==> src/rtl/sram_ctrl_pkg.sv <==
package sram_ctrl_pkg;

    typedef enum logic [2:0] {
        PH_IDLE,
        PH_RD_ACC,
        PH_WR_SET,
        PH_WR_PULSE,
        PH_RECOV
    } phase_e;

    function automatic int unsigned max3(input int unsigned a, input int unsigned b,
                                         input int unsigned c);
        int unsigned m;
        m = (a > b) ? a : b;
        return (m > c) ? m : c;
    endfunction

endpackage

==> src/rtl/sram_phase_timer.sv <==
// Down-counter that times one phase; expired is high once the count is zero.
module sram_phase_timer #(
    parameter int CNT_W = 2
) (
    input  logic             clk,
    input  logic             rst_n,
    input  logic             load,
    input  logic [CNT_W-1:0] load_val,
    output logic             expired
);

    typedef struct packed {
        logic [CNT_W-1:0] cnt;
    } tmr_t;

    tmr_t t_d, t_q;

    always_comb begin
        t_d = t_q;
        if (load) begin
            t_d.cnt = load_val;
        end else if (t_q.cnt != '0) begin
            t_d.cnt = t_q.cnt - 1'b1;
        end
    end

    always_ff @(posedge clk or negedge rst_n) begin
        if (!rst_n) begin
            t_q <= '0;
        end else begin
            t_q <= t_d;
        end
    end

    assign expired = (t_q.cnt == '0);

endmodule

==> src/rtl/sram_bus_regs.sv <==
// Address, write-data and read-capture registers of the memory bus.
module sram_bus_regs #(
    parameter int ADDR_W = 11,
    parameter int DATA_W = 8
) (
    input  logic              clk,
    input  logic              rst_n,
    input  logic              take_req,
    input  logic [ADDR_W-1:0] req_addr,
    input  logic [DATA_W-1:0] req_wdata,
    input  logic              capture,
    input  logic [DATA_W-1:0] bus_in,
    output logic [ADDR_W-1:0] bus_addr,
    output logic [DATA_W-1:0] bus_wdata,
    output logic [DATA_W-1:0] rd_data
);

    typedef struct packed {
        logic [ADDR_W-1:0] addr;
        logic [DATA_W-1:0] wdata;
        logic [DATA_W-1:0] rdata;
    } regs_t;

    regs_t r_d, r_q;

    always_comb begin
        r_d = r_q;
        if (take_req) begin
            r_d.addr  = req_addr;
            r_d.wdata = req_wdata;
        end
        if (capture) begin
            r_d.rdata = bus_in;
        end
    end

    always_ff @(posedge clk or negedge rst_n) begin
        if (!rst_n) begin
            r_q <= '0;
        end else begin
            r_q <= r_d;
        end
    end

    assign bus_addr  = r_q.addr;
    assign bus_wdata = r_q.wdata;
    assign rd_data   = r_q.rdata;

endmodule

==> src/rtl/sram_seq_ctrl.sv <==
// Top: sequences read and write cycles on an asynchronous static RAM.
module sram_seq_ctrl
    import sram_ctrl_pkg::*;
#(
    parameter int ADDR_W  = 11,
    parameter int DATA_W  = 8,
    parameter int ACC_CYC = 3,
    parameter int WP_CYC  = 2,
    parameter int REC_CYC = 2
) (
    input  logic              clk,
    input  logic              rst_n,
    input  logic              req_valid,
    input  logic              req_write,
    input  logic [ADDR_W-1:0] req_addr,
    input  logic [DATA_W-1:0] req_wdata,
    output logic              ack,
    output logic [DATA_W-1:0] rd_data,
    output logic [ADDR_W-1:0] mem_addr,
    output logic              mem_ce_n,
    output logic              mem_oe_n,
    output logic              mem_we_n,
    output logic [DATA_W-1:0] mem_dq_out,
    output logic              mem_dq_oe,
    input  logic [DATA_W-1:0] mem_dq_in
);

    localparam int unsigned MAX_CYC = max3(ACC_CYC, WP_CYC, REC_CYC);
    localparam int          CNT_W   = $clog2(MAX_CYC + 1);
    localparam logic [CNT_W-1:0] ACC_LD = CNT_W'(ACC_CYC - 1);
    localparam logic [CNT_W-1:0] WP_LD  = CNT_W'(WP_CYC - 1);
    localparam logic [CNT_W-1:0] REC_LD = CNT_W'(REC_CYC - 1);

    typedef struct packed {
        phase_e phase;
        logic   ce_n;
        logic   oe_n;
        logic   we_n;
        logic   dq_oe;
        logic   ack;
    } seq_t;

    localparam seq_t SEQ_RST = '{phase: PH_IDLE, ce_n: 1'b1, oe_n: 1'b1,
                                 we_n: 1'b1, dq_oe: 1'b0, ack: 1'b0};

    seq_t s_d, s_q;

    logic             tmr_load;
    logic [CNT_W-1:0] tmr_val;
    logic             tmr_done;
    logic             take_req;
    logic             capture;

    sram_phase_timer #(
        .CNT_W(CNT_W)
    ) u_timer (
        .clk     (clk),
        .rst_n   (rst_n),
        .load    (tmr_load),
        .load_val(tmr_val),
        .expired (tmr_done)
    );

    sram_bus_regs #(
        .ADDR_W(ADDR_W),
        .DATA_W(DATA_W)
    ) u_regs (
        .clk      (clk),
        .rst_n    (rst_n),
        .take_req (take_req),
        .req_addr (req_addr),
        .req_wdata(req_wdata),
        .capture  (capture),
        .bus_in   (mem_dq_in),
        .bus_addr (mem_addr),
        .bus_wdata(mem_dq_out),
        .rd_data  (rd_data)
    );

    always_comb begin
        s_d      = s_q;
        s_d.ack  = 1'b0;
        tmr_load = 1'b0;
        tmr_val  = '0;
        take_req = 1'b0;
        capture  = 1'b0;
        unique case (s_q.phase)
            PH_IDLE: begin
                if (req_valid) begin
                    take_req = 1'b1;
                    s_d.ce_n = 1'b0;
                    if (req_write) begin
                        s_d.phase = PH_WR_SET;
                    end else begin
                        s_d.phase = PH_RD_ACC;
                        s_d.oe_n  = 1'b0;
                        tmr_load  = 1'b1;
                        tmr_val   = ACC_LD;
                    end
                end
            end
            PH_RD_ACC: begin
                if (tmr_done) begin
                    capture   = 1'b1;
                    s_d.ce_n  = 1'b1;
                    s_d.oe_n  = 1'b1;
                    s_d.phase = PH_RECOV;
                    tmr_load  = 1'b1;
                    tmr_val   = REC_LD;
                end
            end
            PH_WR_SET: begin
                s_d.we_n  = 1'b0;
                s_d.dq_oe = 1'b1;
                s_d.phase = PH_WR_PULSE;
                tmr_load  = 1'b1;
                tmr_val   = WP_LD;
            end
            PH_WR_PULSE: begin
                if (tmr_done) begin
                    s_d.we_n  = 1'b1;
                    s_d.ce_n  = 1'b1;
                    s_d.dq_oe = 1'b0;
                    s_d.phase = PH_RECOV;
                    tmr_load  = 1'b1;
                    tmr_val   = REC_LD;
                end
            end
            PH_RECOV: begin
                if (tmr_done) begin
                    s_d.phase = PH_IDLE;
                    s_d.ack   = 1'b1;
                end
            end
            default: begin
                s_d = SEQ_RST;
            end
        endcase
    end

    always_ff @(posedge clk or negedge rst_n) begin
        if (!rst_n) begin
            s_q <= SEQ_RST;
        end else begin
            s_q <= s_d;
        end
    end

    assign ack       = s_q.ack;
    assign mem_ce_n  = s_q.ce_n;
    assign mem_oe_n  = s_q.oe_n;
    assign mem_we_n  = s_q.we_n;
    assign mem_dq_oe = s_q.dq_oe;

endmodule

==> config.mk <==
export PLATFORM = sky130hd
export DESIGN_NAME = sram_seq_ctrl
export DESIGN_NICKNAME = d
export VERILOG_FILES = /design/src/rtl/sram_ctrl_pkg.sv /design/src/rtl/sram_phase_timer.sv /design/src/rtl/sram_bus_regs.sv /design/src/rtl/sram_seq_ctrl.sv
export SDC_FILE = /design/constraint.sdc
export NUM_CORES = 1
export LEC_CHECK = 0
export BUFFER_PORTS_ARGS = -buffer_cell sky130_fd_sc_hd__buf_2
export CORE_MARGIN = 5
export CORE_UTILIZATION = 25
export DETAILED_ROUTE_END_ITERATION = 7
export HOLD_SLACK_MARGIN = 0.1
export SLEW_MARGIN = 20
export SYNTH_ARGS = -nofsm -noshare
export SYNTH_HDL_FRONTEND = slang
export SYNTH_SLANG_ARGS = --single-unit
==> constraint.sdc <==
create_clock -name clk -period 1.49 [get_ports clk]
set_input_delay 0.298 -clock clk [delete_from_list [all_inputs] [get_ports clk]]
set_output_delay 0.298 -clock clk [all_outputs]
set_load 0.05 [all_outputs]
# Yosys cells after proc, flatten, opt, wreduce, memory -nomap -nowiden
# Index checks and enable logic that the tools add are counted.
dict set report word_totals {
  regBits 37
  input_bits 31
  elab_cells 60
}
dict set report op_classes {
  addsub 1
  eq_ne 9
  mux 25
  bitwise 3
  n_reduce_logical 12
}
# op count
set op_table {}
lappend op_table {{3-bit one-hot mux with 5 select lines} 1}
lappend op_table {{2-bit two-way mux} 6}
lappend op_table {{2-bit one-hot mux with 3 select lines} 2}
lappend op_table {{4-bit AND reduction} 3}
lappend op_table {{5-bit two-way mux} 2}
lappend op_table {{2-bit inequality test (second input constant)} 5}
lappend op_table {{1-bit two-way mux} 9}
lappend op_table {{3-bit by 2-bit equality test with 1-bit output (second input constant)} 2}
lappend op_table {{1-bit one-hot mux with 3 select lines} 2}
lappend op_table {{3-bit OR reduction} 2}
lappend op_table {{4-bit two-way mux} 1}
lappend op_table {{1-bit one-hot mux with 4 select lines} 1}
lappend op_table {{2-bit nonzero test} 2}
lappend op_table {{2-bit OR reduction} 2}
lappend op_table {{3-bit by 1-bit equality test with 1-bit output (second input constant)} 1}
lappend op_table {{3-bit equality test (second input constant)} 1}
lappend op_table {{3-bit logical NOT} 1}
lappend op_table {{3-bit two-way mux} 1}
lappend op_table {{1-bit NOT} 3}
lappend op_table {{2-bit logical NOT} 1}
lappend op_table {{2-bit AND reduction} 1}
lappend op_table {{2-bit by 1-bit subtractor with 2-bit output (second input constant)} 1}

# Longest topological paths before layout
dict set report logic_depth {
  ltp_word 4
  ltp_mapped 6
}

# Modules after synthesis
# A second synthesis with hierarchy kept.
dict set report unflattened {
  hier_cells 114
  area_unflattened_um2 1599.0
}
# mod instances cells_each area_each_um2 seq_area_each_um2
set modules_own_cells {}
lappend modules_own_cells {sram_bus_regs 1 57 1053.5 675.6}
lappend modules_own_cells {sram_seq_ctrl 1 45 432.9 203.9}
lappend modules_own_cells {sram_phase_timer 1 12 112.6 50.0}

# Worst setup path after synthesis
# Ideal clock, no wire load.
dict set report synth_timing {
  path_type {register to register}
  start {register u_timer.t_q[0] (netlist name)}
  end {register u_regs.r_q (netlist bit u_regs.rd_data[0])}
  setup_ps 125
  arrival_ps 1356
  required_time_ps 1365
  path_slack_ps 9
  path_stages_with_launch 7
  path_buffers 1
  path_cell_list {dfrtp_1 > inv_1 > ha_1 > nor2b_1 > and3_1 > buf_2 > mux2_2}
}
dict set report synth_via {
  elab_chain_cells 3
}
# item line_no
set synth_lines {}
lappend synth_lines {{start, declared} sram_phase_timer.sv:16} ;# tmr_t t_d, t_q;
lappend synth_lines {{start signal, assigned} sram_phase_timer.sv:31} ;# t_q <= t_d;
lappend synth_lines {{2-bit logical NOT} sram_phase_timer.sv:35} ;# assign expired = (t_q.cnt == '0);
lappend synth_lines {{1-bit two-way mux} sram_seq_ctrl.sv:103} ;# if (tmr_done) begin
lappend synth_lines {{1-bit two-way mux} sram_seq_ctrl.sv:87} ;# unique case (s_q.phase)
lappend synth_lines {{end signal, assigned} sram_bus_regs.sv:41} ;# r_q <= r_d;
lappend synth_lines {{end, declared} sram_bus_regs.sv:24} ;# regs_t r_d, r_q;
# Every way passes these cells.
# A chain may end at the register's enable or synchronous reset.

# Worst setup path after layout
dict set report layout_timing {
  start {register u_timer.t_q[1] (netlist name)}
  end {register u_regs.r_q (netlist bit u_regs.rd_data[3])}
}
# Same word-level chain as after synthesis.

==> run summary <==
Status: completed
TNS Setup: 0 ns
Min-delay worst type: input port to flop
Sequential share of the synthesized area: 59.4%
Buffers on Ports: 62
Final wirelength: 3720 um
Clock skew: 0.00904 ns
Clock-pin slew on the worst setup and hold paths: 0.07 ns
CP Launch Type: flop
Arr. time, crit path: 1.65 ns
Most common cell after layout, fill and taps aside: buf_2
Die W: 89.1 um
Placed cell count: 294
Cell Rows: 28
Mean routed wirelength per cell: 12.2 um
Slew @ Worst Pin: 0.347 ns
Area growth syn-to-layout: 40.1%
Relative slew margins: 76.8%
Syn Nets: 185
Via Count: 1,313
Clock latency on the worst-skew pair: 0.29 ns
First-pass GRT wire length: 6070 um
Starting DRT DRC Count: 32
Share of cells above drive strength 1: 44.8%
CP required: 1.66 ns
Distinct cell type count after synthesis: 28
Pins Over Slew Limit: 0
TritonRoute pass-1 iters: 4
Final instance area: 2190 um2
Hpwl dp: 2790 um
Seq cells post-synth: 37
Initial Util: 26.1%
CP Max Fanout: 4
Mapped Avg Cell Area: 10.2 um2
Mapped cell area: 1570 um2
DRC viols: 0
Die area: 7940 um2
Largest cells by area after synthesis: dfrtp_1, nand2_1, mux2_2
Placed Area: 2020 um2
CTS tree: done
Total GRT Usage: 10.1%
Endpoints failing setup: 0
Antenna cells: 0
Fin. Hold Viols: 0
Setup crit end kind: flop
Total leakage power: 1.17 nW
Post-Synthesis Cells: 153
RSZ-0062 raised after global routing: yes
Core area: 5990 um2
Post-layout nets: 261
Finished Layout Cells: 305
H-tree depth: 2
CP Class: flop to flop
Most frequent cells in the layout: buf_2, nand2_1, dfrtp_1
Post-layout util: 36.6%
Synth top area share: 54.4%
# IOs: 63
Vias per cell: 4.30
Synth Warn #: 0
CTS sink cnt: 37
Final Wtd Congestion: 0.719
Max IR drop VDD: 1080 uV
Min Clock Period, post-route: 1.47 ns
Period utilisation layout: 99.0%
Die Height: 89.1 um
Grt total ovfl: 0
Max cap viols: 0
Clock buffers created by TritonCTS: 5
Yosys top cell by area: dfrtp_1
Initial antenna violation count: 0
Vias in the first global route: 1,302
Clock Tree Root: clkbuf_8
F_max: 678 MHz
Total Power: 0.00591 W
Maximum clock insertion buffer count: 2
Final ANT Viol Nets: 0
Pin count of the biggest net entering global routing: 20
PwrDens: 2700 nW/um2
synth_stat cells:
master	n
o21ai_0	2
dfstp_2	3
o22ai_2	1
a2bb2oi_1	1
dfrtp_1	34
mux2i_1	2
buf_6	2
xor2_1	1
a211oi_1	1
clkbuf_1	2
mux2_2	9
inv_1	6
nor2b_1	1
or4b_4	1
buf_2	3
and3_1	1
buf_4	1
nand2_1	59
nand3_1	1
nor2_1	6
o22ai_1	2
a221oi_1	1
nor4b_4	1
nor3_1	3
nand2b_1	2
a21oi_1	5
ha_1	1
nor4_1	1
cell families after synthesis:
logic type,share of synthesized area [%]
xor+xnor,0.560
compound gates,5.44
flops,59.4
simple gates,21.3
mux,7.75
buf+inv,4.80
fa+ha+maj,0.799
critical path, stage by stage, from the launching register on:
cell and delay (ns):
dfrtp_1 0.39, inv_2 0.08, ha_4 0.13, nor2b_4 0.14, and3_4 0.21, buf_6 0.12
mux2_4 0.30
sequential cells by signal, indices dropped and copies added (netlist names):
signal,count
ack,1
u_regs.bus_wdata,8
mem_dq_oe,1
mem_oe_n,1
u_regs.rd_data,8
u_regs.bus_addr,11
s_q,3
u_timer.t_q,2
mem_ce_n,1
mem_we_n,1
report_power, final:
group	internal (W)	switching (W)	total, W
clock network	0.000323	0.000356	0.000678
registers	0.00151	0.000246	0.00175
logic	0.00111	0.00237	0.00348
total	0.00294	0.00298	0.00591
what timing repair did:
action                                  CTS  global route
gates resized for setup                   9             7
endpoints found under the hold margin    10             0
endpoints found under the setup margin    8             8
cloned                                    0             0
pin swaps                                 0             1
hold buffers                              1             0
setup buffers                             2             0
routing by layer:
metal	part of all wire, %	up-vias	GRT usage [%]
li1	-	643	-
met1	41	623	12.0
met2	49	42	16.8
met3	8.7	5	3.50
met4	1.6	0	3.65
met5	0	-	0
path summary, 6_finish.rpt:
path                                startpoint            endpoint  slack [ns]  cells past startpoint
worst max-delay path            u_timer.t_q[1]   u_regs.rd_data[3]        0.02                      6
worst min-delay path               req_addr[2]  u_regs.bus_addr[2]        0.20                      3
worst max register to register  u_timer.t_q[1]   u_regs.rd_data[3]        0.02                      6
worst min register to register        mem_oe_n            mem_oe_n        0.47                      2
max in group asynchronous                rst_n  u_regs.bus_addr[3]        0.49                      3
min in group asynchronous                rst_n              s_q[6]        0.45                      2
per-stage QoR:
stage / hold slack [ns] / setup WS, ns
5_1_grt: 0.195 / -0.0554
6_report: 0.201 / 0.0155
3_3_place_gp: 0.216 / 0.00406
4_1_cts: 0.192 / -0.0129
2_1_floorplan: 0.00241 / 0.00935
3_5_place_dp: 0.226 / -0.0756
cell type report:
class	instances	area, um2
Inverter	6	22.5
Sequential cell	37	930
Clock buffer	5	68.8
Clock inverter	3	17.5
Fill cell	617	3800
Timing Repair Buffer	77	445
Multi-Input combinational cell	102	616
Tap cell	75	93.8
Power figures use the tool's default switching activity.
